## config.mk

```make
export PLATFORM = sky130hd
export DESIGN_NAME = vec_lane
export DESIGN_NICKNAME = d
export VERILOG_FILES = /design/src/rtl/lane_pkg.sv /design/src/rtl/lane_seq.sv /design/src/rtl/lane_alu.sv /design/src/rtl/lane_vrf.sv /design/src/rtl/lane_prf.sv /design/src/rtl/vec_lane.sv
export SDC_FILE = /design/constraint.sdc
export NUM_CORES = 2
export LEC_CHECK = 0
export ABC_AREA = 1
export BUFFER_PORTS_ARGS = -buffer_cell sky130_fd_sc_hd__buf_2
export CAP_MARGIN = 20
export CORE_AREA = 2 2 256 447
export CTS_CLUSTER_DIAMETER = 50
export CTS_CLUSTER_SIZE = 20
export DETAILED_ROUTE_END_ITERATION = 10
export DIE_AREA = 0 0 258 449
export HOLD_SLACK_MARGIN = 0.12
export SLEW_MARGIN = 10
export SYNTH_ARGS = -nofsm -noshare
export SYNTH_HDL_FRONTEND = slang
export SYNTH_SLANG_ARGS = --single-unit
export TNS_END_PERCENT = 100
```

## constraint.sdc

```tcl
create_clock -name clk_i -period 12.25 [get_ports clk_i]
set_input_delay 2.45 -clock clk_i [delete_from_list [all_inputs] [get_ports clk_i]]
set_output_delay 2.45 -clock clk_i [all_outputs]
set_load 0.01 [all_outputs]
```

## src/rtl/lane_pkg.sv

```systemverilog
package lane_pkg;
  typedef enum logic [2:0] {
    OP_ADD  = 3'd0,
    OP_MADD = 3'd1,
    OP_MOVE = 3'd2,
    OP_IOTA = 3'd3,
    OP_CMPZ = 3'd4
  } lane_op_e;
endpackage

```

## src/rtl/lane_seq.sv

```systemverilog
module lane_seq #(
  parameter int NELEM = 8,
  parameter int IW    = $clog2(NELEM),
  parameter int LW    = $clog2(NELEM + 1)
) (
  input  logic          clk_i,
  input  logic          rst_ni,
  input  logic          start_i,
  input  logic [LW-1:0] vl_i,
  output logic          busy_o,
  output logic [IW-1:0] idx_o,
  output logic          done_o
);
  logic          busy_q, done_q;
  logic [IW-1:0] idx_q;
  logic [LW-1:0] vl_q, vl_eff;

  assign vl_eff = (vl_i > LW'(NELEM)) ? LW'(NELEM) : vl_i;

  always_ff @(posedge clk_i or negedge rst_ni) begin
    if (!rst_ni) begin
      busy_q <= 1'b0;
      done_q <= 1'b0;
      idx_q  <= '0;
      vl_q   <= '0;
    end else begin
      done_q <= 1'b0;
      if (start_i) begin
        idx_q <= '0;
        vl_q  <= vl_eff;
        if (vl_eff == '0) done_q <= 1'b1;
        else              busy_q <= 1'b1;
      end else if (busy_q) begin
        if (LW'(idx_q) == vl_q - LW'(1)) begin
          busy_q <= 1'b0;
          done_q <= 1'b1;
        end else begin
          idx_q <= idx_q + IW'(1);
        end
      end
    end
  end

  assign busy_o = busy_q;
  assign idx_o  = idx_q;
  assign done_o = done_q;

  a_r3_idx_below_vl: assert property (@(posedge clk_i) disable iff (!rst_ni)
    busy_q |-> (LW'(idx_q) < vl_q && vl_q <= LW'(NELEM)));
endmodule

```

## src/rtl/lane_alu.sv

```systemverilog
module lane_alu
  import lane_pkg::*;
#(
  parameter int DW = 16,
  parameter int IW = 3
) (
  input  logic [2:0]    op_i,
  input  logic [DW-1:0] x_i,
  input  logic [DW-1:0] y_i,
  input  logic [DW-1:0] a_i,
  input  logic [DW-1:0] b_i,
  input  logic [IW-1:0] idx_i,
  output logic [DW-1:0] res_o,
  output logic          legal_o,
  output logic          pred_o
);
  always_comb begin
    res_o   = '0;
    legal_o = 1'b1;
    pred_o  = 1'b0;
    case (op_i)
      OP_ADD:  res_o = x_i + y_i;
      OP_MADD: res_o = a_i * x_i + y_i;
      OP_MOVE: res_o = x_i;
      OP_IOTA: res_o = a_i + b_i * DW'(idx_i);
      OP_CMPZ: begin
        res_o  = {{(DW-1){1'b0}}, (x_i == '0)};
        pred_o = 1'b1;
      end
      default: legal_o = 1'b0;
    endcase
  end
endmodule

```

## src/rtl/lane_vrf.sv

```systemverilog
module lane_vrf #(
  parameter int NREG  = 4,
  parameter int NELEM = 8,
  parameter int DW    = 16,
  parameter int RW    = $clog2(NREG),
  parameter int IW    = $clog2(NELEM)
) (
  input  logic          clk_i,
  input  logic          rst_ni,
  input  logic [IW-1:0] idx_i,
  input  logic [RW-1:0] ra1_i,
  input  logic [RW-1:0] ra2_i,
  output logic [DW-1:0] rd1_o,
  output logic [DW-1:0] rd2_o,
  input  logic          we_i,
  input  logic [RW-1:0] wa_i,
  input  logic [DW-1:0] wd_i
);
  logic [NREG-1:0][NELEM-1:0][DW-1:0] all_w;

  for (genvar g = 0; g < NREG; g++) begin : gen_reg
    logic [NELEM-1:0][DW-1:0] row_q;
    always_ff @(posedge clk_i or negedge rst_ni) begin
      if (!rst_ni)                         row_q <= '0;
      else if (we_i && wa_i == RW'(g))     row_q[idx_i] <= wd_i;
    end
    assign all_w[g] = row_q;
  end

  assign rd1_o = all_w[ra1_i][idx_i];
  assign rd2_o = all_w[ra2_i][idx_i];

  a_r11_elem_written: assert property (@(posedge clk_i) disable iff (!rst_ni)
    $past(we_i) |-> all_w[$past(wa_i)][$past(idx_i)] == $past(wd_i));
endmodule

```

## src/rtl/lane_prf.sv

```systemverilog
module lane_prf #(
  parameter int NPRED = 2,
  parameter int NELEM = 8,
  parameter int PW    = $clog2(NPRED),
  parameter int IW    = $clog2(NELEM)
) (
  input  logic          clk_i,
  input  logic          rst_ni,
  input  logic [IW-1:0] idx_i,
  input  logic [PW-1:0] rs_i,
  output logic          rd_o,
  input  logic          we_i,
  input  logic [PW-1:0] wa_i,
  input  logic          wd_i
);
  logic [NPRED-1:0][NELEM-1:0] p_q;

  always_ff @(posedge clk_i or negedge rst_ni) begin
    if (!rst_ni)   p_q <= '0;
    else if (we_i) p_q[wa_i][idx_i] <= wd_i;
  end

  assign rd_o = p_q[rs_i][idx_i];

  a_r9_pred_written: assert property (@(posedge clk_i) disable iff (!rst_ni)
    $past(we_i) |-> p_q[$past(wa_i)][$past(idx_i)] == $past(wd_i));
endmodule

```

## src/rtl/vec_lane.sv

```systemverilog
module vec_lane #(
  parameter int NREG  = 4,
  parameter int NELEM = 8,
  parameter int DW    = 16,
  parameter int NPRED = 2,
  localparam int RW   = $clog2(NREG),
  localparam int IW   = $clog2(NELEM),
  localparam int LW   = $clog2(NELEM + 1),
  localparam int PW   = $clog2(NPRED)
) (
  input  logic          clk_i,
  input  logic          rst_ni,
  input  logic          in_valid_i,
  output logic          in_ready_o,
  input  logic [2:0]    op_i,
  input  logic [RW-1:0] vd_i,
  input  logic [RW-1:0] vs1_i,
  input  logic [RW-1:0] vs2_i,
  input  logic [PW-1:0] pd_i,
  input  logic          guard_en_i,
  input  logic [PW-1:0] guard_sel_i,
  input  logic          guard_neg_i,
  input  logic [LW-1:0] vl_i,
  input  logic [DW-1:0] sa_i,
  input  logic [DW-1:0] sb_i,
  output logic          res_valid_o,
  output logic          res_wen_o,
  output logic [IW-1:0] res_idx_o,
  output logic [DW-1:0] res_data_o,
  output logic          done_o
);
  logic          accept, busy, gbit, pass, legal, is_pred, wen;
  logic [IW-1:0] idx;
  logic [DW-1:0] x, y, res;

  logic [2:0]    op_q;
  logic [RW-1:0] vd_q, vs1_q, vs2_q;
  logic [PW-1:0] pd_q, gsel_q;
  logic          gen_q, gneg_q;
  logic [DW-1:0] sa_q, sb_q;

  assign in_ready_o = !busy;
  assign accept     = in_valid_i && in_ready_o;

  always_ff @(posedge clk_i or negedge rst_ni) begin
    if (!rst_ni) begin
      op_q <= '0; vd_q <= '0; vs1_q <= '0; vs2_q <= '0;
      pd_q <= '0; gsel_q <= '0; gen_q <= 1'b0; gneg_q <= 1'b0;
      sa_q <= '0; sb_q <= '0;
    end else if (accept) begin
      op_q <= op_i; vd_q <= vd_i; vs1_q <= vs1_i; vs2_q <= vs2_i;
      pd_q <= pd_i; gsel_q <= guard_sel_i; gen_q <= guard_en_i; gneg_q <= guard_neg_i;
      sa_q <= sa_i; sb_q <= sb_i;
    end
  end

  lane_seq #(.NELEM(NELEM), .IW(IW), .LW(LW)) u_seq (
    .clk_i, .rst_ni, .start_i(accept), .vl_i,
    .busy_o(busy), .idx_o(idx), .done_o
  );

  lane_vrf #(.NREG(NREG), .NELEM(NELEM), .DW(DW), .RW(RW), .IW(IW)) u_vrf (
    .clk_i, .rst_ni, .idx_i(idx),
    .ra1_i(vs1_q), .ra2_i(vs2_q), .rd1_o(x), .rd2_o(y),
    .we_i(wen && !is_pred), .wa_i(vd_q), .wd_i(res)
  );

  lane_prf #(.NPRED(NPRED), .NELEM(NELEM), .PW(PW), .IW(IW)) u_prf (
    .clk_i, .rst_ni, .idx_i(idx), .rs_i(gsel_q), .rd_o(gbit),
    .we_i(wen && is_pred), .wa_i(pd_q), .wd_i(res[0])
  );

  lane_alu #(.DW(DW), .IW(IW)) u_alu (
    .op_i(op_q), .x_i(x), .y_i(y), .a_i(sa_q), .b_i(sb_q), .idx_i(idx),
    .res_o(res), .legal_o(legal), .pred_o(is_pred)
  );

  // guard passes on a set bit, or on a clear bit when negated
  assign pass = !gen_q || (gbit != gneg_q);
  assign wen  = busy && pass && legal;

  assign res_valid_o = busy;
  assign res_wen_o   = wen;
  assign res_idx_o   = idx;
  assign res_data_o  = res;

  a_r2_idx_step: assert property (@(posedge clk_i) disable iff (!rst_ni)
    (res_valid_o && $past(res_valid_o)) |-> res_idx_o == $past(res_idx_o) + IW'(1));
  a_r2_first_idx: assert property (@(posedge clk_i) disable iff (!rst_ni)
    $past(accept) |-> (res_idx_o == '0 && !in_ready_o) || done_o);
  a_r4_done_after_last: assert property (@(posedge clk_i) disable iff (!rst_ni)
    ($past(res_valid_o) && !res_valid_o) |-> (done_o && in_ready_o));
endmodule

```

; ---- Yosys cells after proc, flatten, opt, wreduce, memory -nomap -nowiden
; Cells that the tools add are included.
; Widths: inputs -> output; s select.
[totals]
elab_cells = 134
inputBits = 52
regBits = 582
[op_classes]
mul = 2
addsub = 5
muxes = 38
reduce_logical = 22
n_lt_le_gt_ge = 8
n_eq_ne = 11
[op_table]
columns = op, count
row1 = $bmux 128 s2, 2
row2 = $bwmux 128, 4
row3 = $mux 128, 2
row4 = $bmux 16 s3, 2
row5 = $pmux 16 s5, 1
row6 = $add 16x16->16, 3
row7 = $demux 16 s3, 1
row8 = $mux 16, 3
row9 = $mux 8, 3
row10 = $bwmux 16, 1
row11 = $logic_not 16->1, 1
row12 = $mul 16x16->16, 1
row13 = $mul 16x3->16, 1
row14 = $mux 1, 12
row15 = $logic_and 1x1->1, 11
row16 = $mux 3, 3
row17 = $demux 8 s1, 1
row18 = $eq 3x2->1 const B, 2
row19 = $lt 2x3->1 const B, 2
row20 = $reduce_or 5->1, 1
row21 = $eq 2x2->1 const B, 2
row22 = $eq 3x4->1, 1
row23 = $gt 4x4->1 const B, 1
row24 = $logic_not 4->1, 1
row25 = other kinds (20), 24

; ---- Logic depth before layout (Yosys ltp)
[depth]
word_depth = 10
depth_mapped = 44
depth_no_buf = 40

; ---- Modules after synthesis
; From an unflattened synthesis, not the netlist that was laid out.
[hier_totals]
hier_cells = 6294
hier_area_um2 = 40805.4
[modules_own_cells]
columns = mod, area_per_inst_um2, cells_each, n_inst
row1 = lane_vrf, 30111.4, 4731, 1
row2 = lane_alu, 7554.7, 1169, 1
row3 = vec_lane, 1765.4, 203, 1
row4 = lane_prf, 877.1, 124, 1
row5 = lane_seq, 496.7, 67, 1

; ---- Worst setup path after synthesis
; No wires, ideal clock.
[synth_timing]
path_kind = register to output
start = reg vs1_q[0]
end = out res_data_o[13]
t_arrival_ps = 6522
path_stages_with_launch = 35
required_ps = 9800
path_slack_ps = 3278
path_cell_list = dfrtp_1 buf_4 buf_6 buf_4 o211ai_1 nand2_1 nand2_1 nand2_1 nor2_1 nand2_2 inv_1 clkbuf_1 nor2_1 fa_1 inv_1 fa_1 fa_1 inv_1 ha_1 fa_1 inv_1 fa_1 inv_1 ha_1 a21oi_1 o21a_1 o21ai_0 nand2_1 nand2_1 nand2_1 nand2_1 or2_2 a32oi_1 o221ai_1 clkbuf_1
[synth_between]
elab_chain_len = 7
[synth_lines]
columns = element, line
row1 = from (decl), vec_lane.sv:37  ; logic [RW-1:0] vd_q, vs1_q, vs2_q;
row2 = from (signal assigned), vec_lane.sv:51  ; op_q <= op_i; vd_q <= vd_i; vs1_q <= vs1_i; vs2_q <= vs2_i;
row3 = $bmux 128 s2 (*), lane_vrf.sv:30  ; assign rd1_o = all_w[ra1_i][idx_i];
row4 = $mux 128 (implied by the code) (*), lane_vrf.sv:30
row5 = $bmux 16 s3 (*), lane_vrf.sv:30
row6 = $mux 16 (implied by the code) (*), lane_vrf.sv:30
row7 = $mul 16x16->16, lane_alu.sv:23  ; OP_MADD: res_o = a_i * x_i + y_i;
row8 = $add 16x16->16, lane_alu.sv:23
row9 = $pmux 16 s5 (*), lane_alu.sv:21  ; case (op_i)
row10 = to (decl), vec_lane.sv:29  ; output logic [DW-1:0] res_data_o,
; Every way passes the cells marked *; elsewhere a longest branch is shown, timed or not. The select of a mux whose other input is x is not followed.

; ---- Worst setup path in the final report
[layout_timing]
start = reg vs1_q[0]
end = out res_data_o[12]
; The elaborated chain is that of the path after synthesis.

==> results by group <==
Run status
  – Status: complete, no violations

GRT
  – First-pass GRT wire length: between 200000 and 250000 µm
  – GRT Overall Usage: around a quarter
  – Initial antenna violation count: 4
  – Vias in the first global route: approximately 36000
  – Largest net degree at the start of global routing: around 160
  – Final global-route overflow total: 0

STA
  – RSZ-0062 raised after global routing: no
  – Pin slew with the least headroom to its limit: between 1000 and 1500 ps
  – Final setup violation count: 0
  – Final hold viol count: 0
  – Clk_skew: between 30 and 40 ps
  – Final min period: ~11000 ps
  – Slew margin rel.: a little over a fifth
  – Final worst path period share: between 90% and 100%
  – Slew Limit Fails: 0
  – Setup TNS: 0 ps
  – Fmax: 88.1 MHz

Logic synthesis
  – Post-Syn Instances: approximately 5600
  – Yosys reg bits: approximately 580
  – Post-Synthesis Mean Instance Area: ~7.0 µm²
  – Ranking of synthesized cells by area: dfrtp_1 (37%), nand2_1 (16%), o21ai_0 (11%), inv_1 (7.1%), a21oi_1 (6.5%)
  – Sequential fraction of the synthesis area: a little under two fifths
  – Yosys warnings: 0
  – Synth top area share: between 30% and 40%
  – Number of synthesized flops with an enable pin: 0
  – Top_reg_cell synth: dfrtp_1
  – Post-synthesis cell area: a little under 40000 µm²
  – Yosys cell types: 45
  – Ys async rst share: 100%
  – Cell taking the most area after synthesis: dfrtp_1
  – Syn_nets: around 5800

Place
  – DP Cell Count: a little under 7000
  – Routability Congestion: between 1 and 1.5
  – Number of port buffers: 74
  – HPWL Detailed: about 100000 µm

Route
  – DR vias: around 37000
  – WL final: around 150000 µm
  – Routed Antenna Nets: 0
  – Drt first pass iters: 6
  – Avg WL per Cell: ~21 µm
  – Via density: 5.29
  – Initial DRC count: between 3000 and 4000
  – Drt drc: 0

Floorplanning
  – Initial core utilization: ~35%
  – Core area: approximately 110000 µm²
  – Die Wd: 258 µm
  – I/O pin cnt: 75
  – Row cnt: roughly 160
  – Die ar.: about 120000 µm²
  – Die H: approximately 450 µm

Cells and area
  – Multi-input combinational cell area: 20300 µm²
  – Fillers: 11800
  – Fin cells: 6938
  – Share of cells above drive strength 1: 7.23%
  – Area Growth Syn to Fin: 9.19%
  – Sequential Area: between 10000 and 15000 µm²
  – Final #Nets: 5679

Pwr
  – Leak pwr: 20.2 nW
  – Pwr/cell area: roughly 86 nW/µm²
  – Combinational power share: around 1.4%
  – Clock Power Share: a little under half
  – Switching Power: 0.895 mW
  – Peak VDD IR: between 80 and 90 µV
  – Sw Ratio: 24.6%
  – Flop pwr share: 52.8%
  – Internal power component: ~2.7 mW

Clock tree
  – Postcts setup bufs: 0
  – Clk root buf: clkbuf_16
  – CTS Buf Count: between 40 and 50
  – Max Buffers Root-to-Sink: 3
  – Clock sinks: 582
  – # H-tree levels: 2
  – CTS tree: built
  – Worst skew pair latency: between 600 and 700 ps
  – Clock slew at reported path FFs: roughly 80 ps
  – Hold buffers post-CTS: 0
  – CTS resizes: 0

Worst setup path
  – Crit end category: output port
  – WP data required: around 10000 ps
  – Critical Path AT: a little under 9000 ps
  – Critical path's slowest cell: dfrtp_4
  – Most Frequent Cell on Critical Path: nand2_1
  – Critical path startpoint category: flop
  – Setup CP Type: reg2out
  – CP Buf/Inv Count: 7
  – Worst path max stage delay: ~700 ps
  – Worst-path maximum fanout: 86
  – Delay-heaviest family, CP: adder cells

Worst hold path
  – Worst hold path class: reg2reg

Job
  – Reported max-cap violation count: 0
-- Yosys cell counts, drive strengths merged, types with 59 or more instances --
cell	number
ha	86
nor2	184
dfrtp	582
fa	122
clkbuf	250
nand2	1713
o211ai	78
nand3	160
inv	745
a21oi	505
o21ai	844
buf	115
or2	59
-- cells by family after synthesis --
| logic type | Yosys count | synth area share [%] |
|---|---|---|
| compound gates | 1474 | 19.8 |
| flops | 582 | 37.4 |
| simple gates | 2159 | 22.1 |
| xor+xnor | 17 | 0.383 |
| fa+ha+maj | 208 | 9.04 |
| buf+inv | 1118 | 11.3 |
-- layout by cell type, fill, tap and decap left out, types with 4 or more instances in the layout --
cell type / Yosys / final
nand2_1: 1708 / 1708
o21ai_0: 830 / 830
inv_1: 736 / 735
dfrtp_1: 582 / 578
a21oi_1: 505 / 505
nand3_1: 157 / 157
nor2_1: 180 / 147
fa_1: 122 / 122
buf_4: 14 / 89
ha_1: 86 / 86
o211ai_1: 78 / 78
buf_2: 71 / 76
or2_2: 59 / 59
clkbuf_16: 0 / 47
nor2_2: 3 / 22
nor2_4: 1 / 15
nor4_1: 21 / 15
o21ai_1: 14 / 13
buf_12: 0 / 11
nor3_1: 10 / 10
a31oi_1: 10 / 10
xnor2_1: 9 / 9
inv_2: 8 / 8
xor2_1: 8 / 8
nand4_1: 7 / 7
o2111ai_4: 0 / 7
inv_6: 0 / 6
clkinv_1: 8 / 6
nor4_2: 0 / 6
o31ai_1: 6 / 6
inv_8: 0 / 6
nand3b_1: 5 / 5
clkinv_2: 0 / 5
o22ai_1: 4 / 4
nand2_2: 4 / 4
o2111ai_1: 12 / 4
clkinv_8: 0 / 4
dfrtp_4: 0 / 4
-- metrics by stage --
step	instance area (µm²)	power [mW]	hold WS [ps]	util [%]	setup WS [ps]
finish	42500	3.64	492	37.8	900
global route	42500	3.74	523	37.8	460
CTS	42500	3.67	491	37.8	945
floorplan	38900	1.96	449	-	3280
detailed placement	40900	2.01	471	36.4	1640
global placement	40900	2.01	465	36.4	1710
-- metal layers --
metal	wire (µm)	vias to the layer above	GRT usage (%)
met5	24	-	0
met4	13400	4	19.9
met3	8020	458	3.09
met2	73100	1350	44.3
met1	53200	17500	27.7
li1	-	17300	-
-- area by class of cell --
cell class	instances	share of cell area, %
sequential	582	34.3
inverter	753	6.69
antenna	1	0.00589
timing repair buffer	178	3.04
clock buffer	52	2.86
clock inverter	29	0.854
multi-input combinational	3858	47.9
tap	1485	4.37
-- worst paths after layout --
path | from | endpoint | slack [ps] | cells after the start
setup / recovery | vs1_q[0] | res_data_o[12] | 900 | 31
hold / removal | u_vrf.all_w[106] | u_vrf.all_w[106] | 490 | 2
setup reg to reg | vs1_q[0] | u_vrf.all_w[300] | 3460 | 33
hold reg to reg | u_vrf.all_w[106] | u_vrf.all_w[106] | 490 | 2
max in group asynchronous | rst_ni | vs2_q[0] | 8020 | 3
min in group asynchronous | rst_ni | u_vrf.all_w[299] | 1880 | 1
-- flip-flops by register name, summed over array words and instances, names as in the netlist --
| register | cells |
|---|---|
| u_vrf.all_w | 512 |
| sa_q | 16 |
| sb_q | 16 |
| u_prf.p_q | 16 |
| u_seq.vl_q | 4 |
| op_q | 3 |
| u_seq.idx_o | 3 |
| vd_q | 2 |
| vs1_q | 2 |
| vs2_q | 2 |
| gen_q | 1 |
| gneg_q | 1 |
| gsel_q | 1 |
| pd_q | 1 |
| u_seq.busy_o | 1 |
| u_seq.done_o | 1 |
-- power by group through the flow --
| stage | Clock [mW] | Sequential [mW] | Combinational (mW) |
|---|---|---|---|
| 2_1_floorplan | 0 | 1.96 | 0.0000213 |
| 3_3_place_gp | 0 | 1.96 | 0.0532 |
| 3_5_place_dp | 0 | 1.96 | 0.0528 |
| 4_1_cts | 1.69 | 1.92 | 0.0531 |
| 5_1_grt | 1.76 | 1.92 | 0.0586 |
| 6_report | 1.67 | 1.92 | 0.0504 |
-- worst reg2reg max path: cells and delay by family (launching register included) --
family | cells | cell delay (ps)
adders and majority gates | 7 | 3060
AOI/OAI and AO/OA | 5 | 860
DFF | 1 | 700
and+or+nand+nor | 14 | 2200
buffers and inverters | 7 | 1810
Note: power is estimated with default switching activity, not from simulation.
